===== src/rtl/disp_tgen_pkg.sv =====
package disp_tgen_pkg;

  // Register word carrying two 16-bit pixel indices
  typedef struct packed {
    logic [15:0] hi;
    logic [15:0] lo;
  } idx_pair_t;

  function automatic logic span16(input logic [15:0] v, input idx_pair_t s);
    return (v >= s.lo) && (v <= s.hi);
  endfunction

endpackage


===== src/rtl/tgen_timebase.sv =====
module tgen_timebase #(
  parameter int HW = 16,
  parameter int VW = 32
) (
  input  logic          clk,
  input  logic          rst,
  input  logic          enable,
  input  logic [HW-1:0] line_len,
  input  logic [VW-1:0] frame_len,
  output logic          act,
  output logic [HW-1:0] hcnt,
  output logic [VW-1:0] fcnt,
  output logic          line_end,
  output logic          frame_end,
  output logic          reload
);

  localparam logic [HW-1:0] H_ONE = HW'(1);
  localparam logic [VW-1:0] V_ONE = VW'(1);

  logic run;

  assign act       = run & enable;
  assign line_end  = act && (hcnt == line_len - H_ONE);
  assign frame_end = act && (fcnt == frame_len - V_ONE);
  assign reload    = !run || frame_end;

  always_ff @(posedge clk) begin
    if (rst) begin
      run  <= 1'b0;
      hcnt <= '0;
      fcnt <= '0;
    end else if (!enable) begin
      run  <= 1'b0;
      hcnt <= '0;
      fcnt <= '0;
    end else if (!run) begin
      run  <= 1'b1;
      hcnt <= '0;
      fcnt <= '0;
    end else if (frame_end) begin
      hcnt <= '0;
      fcnt <= '0;
    end else begin
      fcnt <= fcnt + V_ONE;
      hcnt <= line_end ? '0 : hcnt + H_ONE;
    end
  end

  // a frame wrap returns both counters to the origin
  a_r3_wrap_to_origin: assert property (@(posedge clk) disable iff (rst)
    frame_end |=> (fcnt == '0 && hcnt == '0));

  // the horizontal count never reaches the line period
  a_r2_hcnt_in_line: assert property (@(posedge clk) disable iff (rst)
    (act && line_len != '0) |-> (hcnt < line_len));

  // a cleared enable parks the counters at zero
  a_r10_idle_parks: assert property (@(posedge clk) disable iff (rst)
    !enable |=> (hcnt == '0 && fcnt == '0));

endmodule


===== src/rtl/tgen_window.sv =====
module tgen_window
  import disp_tgen_pkg::*;
#(
  parameter int HW = 16,
  parameter int VW = 32
) (
  input  logic [HW-1:0] hcnt,
  input  logic [VW-1:0] fcnt,
  input  logic [HW-1:0] hs_width,
  input  idx_pair_t     hwin,
  input  logic [VW-1:0] vs_skew,
  input  logic [VW-1:0] vs_width,
  input  logic [VW-1:0] v_first,
  input  logic [VW-1:0] v_last,
  input  logic          sub_hen,
  input  logic          sub_ven,
  input  idx_pair_t     sub_hwin,
  input  logic [VW-1:0] sub_vfirst,
  input  logic [VW-1:0] sub_vlast,
  output logic          hs_on,
  output logic          vs_on,
  output logic          win,
  output logic          sub
);

  logic [VW-1:0] vs_rel;
  logic          in_v, sub_h_ok, sub_v_ok;

  assign vs_rel = fcnt - vs_skew;

  always_comb begin
    hs_on    = hcnt < hs_width;
    vs_on    = (fcnt >= vs_skew) && (vs_rel < vs_width);
    in_v     = (fcnt >= v_first) && (fcnt <= v_last);
    win      = span16(hcnt, hwin) && in_v;
    sub_h_ok = !sub_hen || span16(hcnt, sub_hwin);
    sub_v_ok = !sub_ven || ((fcnt >= sub_vfirst) && (fcnt <= sub_vlast));
    sub      = sub_h_ok && sub_v_ok;
  end

endmodule


===== src/rtl/tgen_pixel.sv =====
module tgen_pixel #(
  parameter int CW = 24
) (
  input  logic          clk,
  input  logic          rst,
  input  logic          act,
  input  logic          line_end,
  input  logic          frame_end,
  input  logic          at_origin,
  input  logic          hs_on,
  input  logic          vs_on,
  input  logic          win,
  input  logic          sub,
  input  logic [2:0]    pol,
  input  logic [CW-1:0] border,
  input  logic [CW-1:0] uf_color,
  input  logic          recover,
  input  logic          pix_valid,
  input  logic [CW-1:0] pix_data,
  output logic          pix_ready,
  output logic          hsync_o,
  output logic          vsync_o,
  output logic          de_o,
  output logic [CW-1:0] rgb_o,
  output logic          frame_start_o
);

  logic hold, take, starve, hold_clr;

  assign pix_ready = act && win && sub && !hold;
  assign take      = pix_ready && pix_valid;
  assign starve    = pix_ready && !pix_valid;
  assign hold_clr  = !act || frame_end || (recover && line_end);

  always_ff @(posedge clk) begin
    if (rst) begin
      hold <= 1'b0;
    end else if (hold_clr) begin
      hold <= 1'b0;
    end else if (starve) begin
      hold <= 1'b1;
    end
  end

  always_ff @(posedge clk) begin
    if (rst) begin
      hsync_o       <= 1'b0;
      vsync_o       <= 1'b0;
      de_o          <= 1'b0;
      rgb_o         <= '0;
      frame_start_o <= 1'b0;
    end else if (!act) begin
      hsync_o       <= pol[0];
      vsync_o       <= pol[1];
      de_o          <= pol[2];
      rgb_o         <= '0;
      frame_start_o <= 1'b0;
    end else begin
      hsync_o       <= hs_on ^ pol[0];
      vsync_o       <= vs_on ^ pol[1];
      de_o          <= win ^ pol[2];
      frame_start_o <= at_origin;
      if (take)
        rgb_o <= pix_data;
      else if (win && sub)
        rgb_o <= uf_color;
      else if (win)
        rgb_o <= border;
      else
        rgb_o <= '0;
    end
  end

  // a starved pull without a clearing boundary blocks the next pull
  a_r8_starve_blocks: assert property (@(posedge clk) disable iff (rst)
    (starve && !hold_clr) |=> !pix_ready);

  // when idle, no colour and no frame pulse leave the block
  a_r10_idle_quiet: assert property (@(posedge clk) disable iff (rst)
    !act |=> (rgb_o == '0 && !frame_start_o));

  // idle levels follow the polarity selection
  a_r5_idle_levels: assert property (@(posedge clk) disable iff (rst)
    !act |=> (de_o == $past(pol[2]) && hsync_o == $past(pol[0]) && vsync_o == $past(pol[1])));

  // an accepted pixel reaches the colour output
  a_r6_take_shows: assert property (@(posedge clk) disable iff (rst)
    take |=> (rgb_o == $past(pix_data)));

endmodule


===== src/rtl/disp_tgen.sv =====
module disp_tgen
  import disp_tgen_pkg::*;
#(
  parameter int CW = 24,
  parameter int VW = 32
) (
  input  logic          clk,
  input  logic          rst,
  input  logic          tg_enable,
  input  logic [31:0]   hctl,
  input  logic [VW-1:0] vperiod,
  input  logic [VW-1:0] vpulse,
  input  logic [VW-1:0] vsync_skew,
  input  logic [31:0]   hwindow,
  input  logic [VW-1:0] vstart,
  input  logic [VW-1:0] vend,
  input  logic [2:0]    pol_ctl,
  input  logic [CW-1:0] border_color,
  input  logic [CW-1:0] uflow_color,
  input  logic          uflow_recover,
  input  logic          sub_hen,
  input  logic          sub_ven,
  input  logic [31:0]   sub_hwindow,
  input  logic [VW-1:0] sub_vstart,
  input  logic [VW-1:0] sub_vend,
  input  logic          pix_valid,
  input  logic [CW-1:0] pix_data,
  output logic          pix_ready,
  output logic          hsync,
  output logic          vsync,
  output logic          de,
  output logic [CW-1:0] rgb,
  output logic          frame_start
);

  localparam int HW = 16;

  // Shadowed configuration
  idx_pair_t     sh_hctl, sh_hwin, sh_sub_hwin;
  logic [VW-1:0] sh_vperiod, sh_vpulse, sh_skew, sh_vstart, sh_vend;
  logic [VW-1:0] sh_sub_vstart, sh_sub_vend;
  logic [2:0]    sh_pol;
  logic [CW-1:0] sh_border, sh_uf;
  logic          sh_recover, sh_sub_hen, sh_sub_ven;

  logic          act, line_end, frame_end, reload, at_origin;
  logic [HW-1:0] hcnt;
  logic [VW-1:0] fcnt;
  logic          hs_on, vs_on, win, sub;

  always_ff @(posedge clk) begin
    if (rst) begin
      sh_hctl       <= '0;
      sh_hwin       <= '0;
      sh_sub_hwin   <= '0;
      sh_vperiod    <= '0;
      sh_vpulse     <= '0;
      sh_skew       <= '0;
      sh_vstart     <= '0;
      sh_vend       <= '0;
      sh_sub_vstart <= '0;
      sh_sub_vend   <= '0;
      sh_pol        <= '0;
      sh_border     <= '0;
      sh_uf         <= '0;
      sh_recover    <= 1'b0;
      sh_sub_hen    <= 1'b0;
      sh_sub_ven    <= 1'b0;
    end else if (reload) begin
      sh_hctl       <= hctl;
      sh_hwin       <= hwindow;
      sh_sub_hwin   <= sub_hwindow;
      sh_vperiod    <= vperiod;
      sh_vpulse     <= vpulse;
      sh_skew       <= vsync_skew;
      sh_vstart     <= vstart;
      sh_vend       <= vend;
      sh_sub_vstart <= sub_vstart;
      sh_sub_vend   <= sub_vend;
      sh_pol        <= pol_ctl;
      sh_border     <= border_color;
      sh_uf         <= uflow_color;
      sh_recover    <= uflow_recover;
      sh_sub_hen    <= sub_hen;
      sh_sub_ven    <= sub_ven;
    end
  end

  tgen_timebase #(.HW(HW), .VW(VW)) u_timebase (
    .clk       (clk),
    .rst       (rst),
    .enable    (tg_enable),
    .line_len  (sh_hctl.hi),
    .frame_len (sh_vperiod),
    .act       (act),
    .hcnt      (hcnt),
    .fcnt      (fcnt),
    .line_end  (line_end),
    .frame_end (frame_end),
    .reload    (reload)
  );

  assign at_origin = act && (fcnt == '0) && (hcnt == '0);

  tgen_window #(.HW(HW), .VW(VW)) u_window (
    .hcnt       (hcnt),
    .fcnt       (fcnt),
    .hs_width   (sh_hctl.lo),
    .hwin       (sh_hwin),
    .vs_skew    (sh_skew),
    .vs_width   (sh_vpulse),
    .v_first    (sh_vstart),
    .v_last     (sh_vend),
    .sub_hen    (sh_sub_hen),
    .sub_ven    (sh_sub_ven),
    .sub_hwin   (sh_sub_hwin),
    .sub_vfirst (sh_sub_vstart),
    .sub_vlast  (sh_sub_vend),
    .hs_on      (hs_on),
    .vs_on      (vs_on),
    .win        (win),
    .sub        (sub)
  );

  tgen_pixel #(.CW(CW)) u_pixel (
    .clk           (clk),
    .rst           (rst),
    .act           (act),
    .line_end      (line_end),
    .frame_end     (frame_end),
    .at_origin     (at_origin),
    .hs_on         (hs_on),
    .vs_on         (vs_on),
    .win           (win),
    .sub           (sub),
    .pol           (sh_pol),
    .border        (sh_border),
    .uf_color      (sh_uf),
    .recover       (sh_recover),
    .pix_valid     (pix_valid),
    .pix_data      (pix_data),
    .pix_ready     (pix_ready),
    .hsync_o       (hsync),
    .vsync_o       (vsync),
    .de_o          (de),
    .rgb_o         (rgb),
    .frame_start_o (frame_start)
  );

  // shadow values hold steady between frame boundaries while running
  a_r11_shadow_steady: assert property (@(posedge clk) disable iff (rst)
    (act && !frame_end) |=> ($stable(sh_hctl) && $stable(sh_pol) && $stable(sh_vperiod)));

endmodule


===== config.mk =====
export PLATFORM = sky130hd
export DESIGN_NAME = disp_tgen
export DESIGN_NICKNAME = d
export VERILOG_FILES = /design/src/rtl/disp_tgen_pkg.sv /design/src/rtl/tgen_timebase.sv /design/src/rtl/tgen_window.sv /design/src/rtl/tgen_pixel.sv /design/src/rtl/disp_tgen.sv
export SDC_FILE = /design/constraint.sdc
export NUM_CORES = 1
export LEC_CHECK = 0
export BUFFER_PORTS_ARGS = -buffer_cell sky130_fd_sc_hd__buf_4
export CAP_MARGIN = 0
export CELL_PAD_IN_SITES_DETAIL_PLACEMENT = 1
export CELL_PAD_IN_SITES_GLOBAL_PLACEMENT = 2
export CORE_ASPECT_RATIO = 1.25
export CORE_MARGIN = 2
export CORE_UTILIZATION = 30
export DETAILED_ROUTE_END_ITERATION = 8
export PLACE_DENSITY_LB_ADDON = 0.05
export SYNTH_ARGS = -nofsm -noshare
export SYNTH_HDL_FRONTEND = slang
export SYNTH_SLANG_ARGS = --single-unit

===== constraint.sdc =====
create_clock -name clk -period 13.8 [get_ports clk]
set_clock_uncertainty 0.05 [all_clocks]
set_input_delay 1.38 -clock clk [delete_from_list [all_inputs] [get_ports clk]]
set_output_delay 1.38 -clock clk [all_outputs]
set_load 0.01 [all_outputs]

==> reports/results.tsv <==
stage	metric	value	unit
status	outcome	completed	
detailed_routing	DRT iter0 DRCs	781	
yosys	sequential element share of the synthesized area	34.93	%
floorplanning	Starting Density	30.27	%
yosys	Primary FF master, synth	dfxtp_1	
place	Placed Area	30010	um^2
cts	Worst-Skew Late Latency	650	ps
place	pre-CTS WS	7746	ps
critical_path	Critical Path AT	4710	ps
layout	area grow syn2layout	22.95	%
critical_path	crit-path max FO	27	
detailed_routing	via count	21860	
global_route	total grt overflow	0	
floorplanning	Die X	266.8	um
critical_path	Worst R2R Path Depth	14	
global_route	pin count of the biggest net entering global routing	93	
detailed_routing	WL/cell	21.94	um
timing	final setup fails	0	
power	leakage power	0.01437	uW
critical_path	R2R Path End	sh_sub_hwin[30]	
yosys	area leader, netlist	dfxtp_1	
cts	hold_buf cts	0	
floorplanning	IO Count	431	
timing	Hold Vio Cnt, Final	0	
detailed_routing	Via-to-Cell Ratio	4.940	
detailed_routing	Post-Route WL	97.07	mm
yosys	asr flop ratio synth	0	%
critical_path	CP Launch Type	flip-flop	
cts	setup bufs post-CTS	0	
power	Max VDD drop	91.10	uV
yosys	EDFF count, synth	0	
layout	Nets	3963	
place	final estimated routing congestion in global placement	0.8193	
detailed_routing	drt drc	0	
floorplanning	core area	85580	um^2
yosys	Post-Syn Instances	2889	
global_route	first-pass GRT wire length	144.3	mm
yosys	Distinct cells, synth	66	
cts	CTS tree	built	
yosys	most common cell in the synthesized netlist	nor2_1	
timing	fin. max-slew vios	0	
cts	Clock H-tree levels	2	
cts	post-cts sizing count	0	
global_route	initial antenna violation count	9	
run	MaxCap Viol Count	0	
min_path	Hold Path Class	flip-flop to flip-flop	
layout	Fill cells	9963	
critical_path	required time worst endpoint	12370	ps
yosys	syn nets	3568	
timing	relative max-transition margin	13.36	%
detailed_routing	drt first pass iters	4	
cts	Max clock buf depth	3	
yosys	top-area cell type share of the netlist area	34.93	%
cts	CTS Sinks	452	
timing	achievable clock frequency	0.1628	GHz
timing	Tightest Pin Transition	1300	ps
critical_path	Setup crit end	pix_ready	
critical_path	reg2reg start	sh_vperiod[0]	
cts	Worst-path clk slew	60	ps
place	post-DP HPWL	73.74	mm
timing	hold_ws	440.5	ps
floorplanning	Placement Rows	120	
cts	root buf cell	clkbuf_16	
timing	final setup TNS	0	ps
yosys	mapped cell area	25910	um^2
timing	minimum clock period	6141	ps
layout	Non-Filler Instances	4425	
critical_path	flop2flop setup slack	7820	ps
critical_path	CP startpoint	u_timebase.hcnt[4]	
critical_path	Setup CP Type	flip-flop to output pin	
power	Cell Pwr Density	107.8	nW/um^2
yosys	Avg Cell Area, Syn	8.968	um^2
floorplanning	Die Y	332.6	um
yosys	commonest cells in the netlist	499 x nor2_1, 452 x dfxtp_1, 379 x mux2i_1	
place	# placed instances	4327	
timing	Final Cycle Share	44.50	%
layout	fraction of layout cells with a size suffix above 1	17.48	%
cts	TritonCTS Buffers	53	
timing	worst setup margin	7659	ps
global_route	vias in the first global route	23470	
place	port bufs	430	
yosys	synth warn	0	
detailed_routing	DRT antenna net count	0	
layout	Final Instance Area	31850	um^2
yosys	largest cells by area after synthesis	dfxtp_1 35%, mux2i_1 15%, ha_1 13%	
yosys	Synth Register Bits	452	
floorplanning	total die area	88740	um^2
timing	unrepaired setup endpoints after global routing	no	
critical_path	CP Capture Type	output pin	
global_route	All-Layer GR Usage	21.54	%
[metal layers]
metal	vias to the layer above	share of wire, %	global-route usage, %
met2	410	51	39.45
met1	10550	42	25.69
met5	-	0.053	0
met3	120	3.9	3.280
li1	10770	-	-
met4	8	2.7	6.263
[how the worst min path moves through the flow]
stage                            start                 end  cells after the start
floorplan           u_timebase.fcnt[0]  u_timebase.fcnt[0]                      1
global placement    u_timebase.fcnt[0]  u_timebase.fcnt[0]                      1
detailed placement       sh_border[21]       sh_border[21]                      2
CTS                 u_timebase.fcnt[0]  u_timebase.fcnt[0]                      1
global route               sh_skew[14]         sh_skew[14]                      2
finish              u_timebase.fcnt[0]  u_timebase.fcnt[0]                      1
[stage by stage]
step                util [%]  power (uW)
floorplan                  -        1752
global placement       35.06        1942
detailed placement     35.06        1960
CTS                    37.21        3500
global route           37.22        3605
finish                 37.22        3433
[registers in the layout, indices dropped and copies added (netlist names), 3 cells and up]
signal,count
sh_vstart,32
sh_vend,32
sh_pol,3
sh_sub_hwin,32
sh_sub_vend,32
sh_uf,24
sh_border,24
sh_hctl,32
sh_sub_vstart,32
u_pixel.rgb_o,24
u_timebase.fcnt,32
u_timebase.hcnt,16
sh_skew,32
sh_vpulse,32
sh_hwin,32
sh_vperiod,32
[where the power goes]
group	switching [uW]	leakage [uW]	internal, uW
logic	254	0.00975	240
clock network	609	0.000891	901
registers	51.2	0.00374	1380
total	914	0.0144	2520
[cell type report]
cell class	instances	area, um^2	area share [%]
well taps	1098	1374	4.313
diodes	3	7.507	0.02357
repair buffers	457	3438	10.79
flip-flops and latches	452	9049	28.41
clock inverters	14	299.0	0.9388
clock buffers	81	1541	4.839
inverters	293	1100	3.453
multi-input cells	2027	15040	47.23
[cells in the final DEF, fill, tap and decap left out, types with 58 or more instances in the layout]
cell	n
inv_1	293
a21o_1	60
ha_1	276
xor2_1	65
a21oi_1	106
dfxtp_1	452
xnor2_1	61
nor2_1	499
nand2_1	71
mux2i_1	379
buf_4	456
o21ai_0	58
[cells by family (layout without fill, tap and decap cells)]
| group | after synthesis | count (layout) | synth area share [%] |
|---|---|---|---|
| buffers and inverters | 410 | 845 | 7.124 |
| multiplexers | 404 | 404 | 15.73 |
| XOR/XNOR | 126 | 126 | 4.260 |
| AND/OR/NAND/NOR | 849 | 849 | 15.04 |
| adder cells (fa/ha/maj) | 277 | 277 | 13.41 |
| AO/OA/AOI/OAI | 371 | 371 | 9.509 |
| other | 0 | 3 | 0 |
| flip-flops | 452 | 452 | 34.93 |
[critical path, stage by stage, from the launching register on]
cell and delay, ps:
dfxtp_1 930, ha_1 390, a21o_1 180, a2111oi_0 370
o21ai_0 180, a21oi_1 180, o21ai_0 100, a21boi_0 700
or2_2 730, nor3_1 120, buf_4 190
Note: power is estimated with default switching activity, not from simulation.
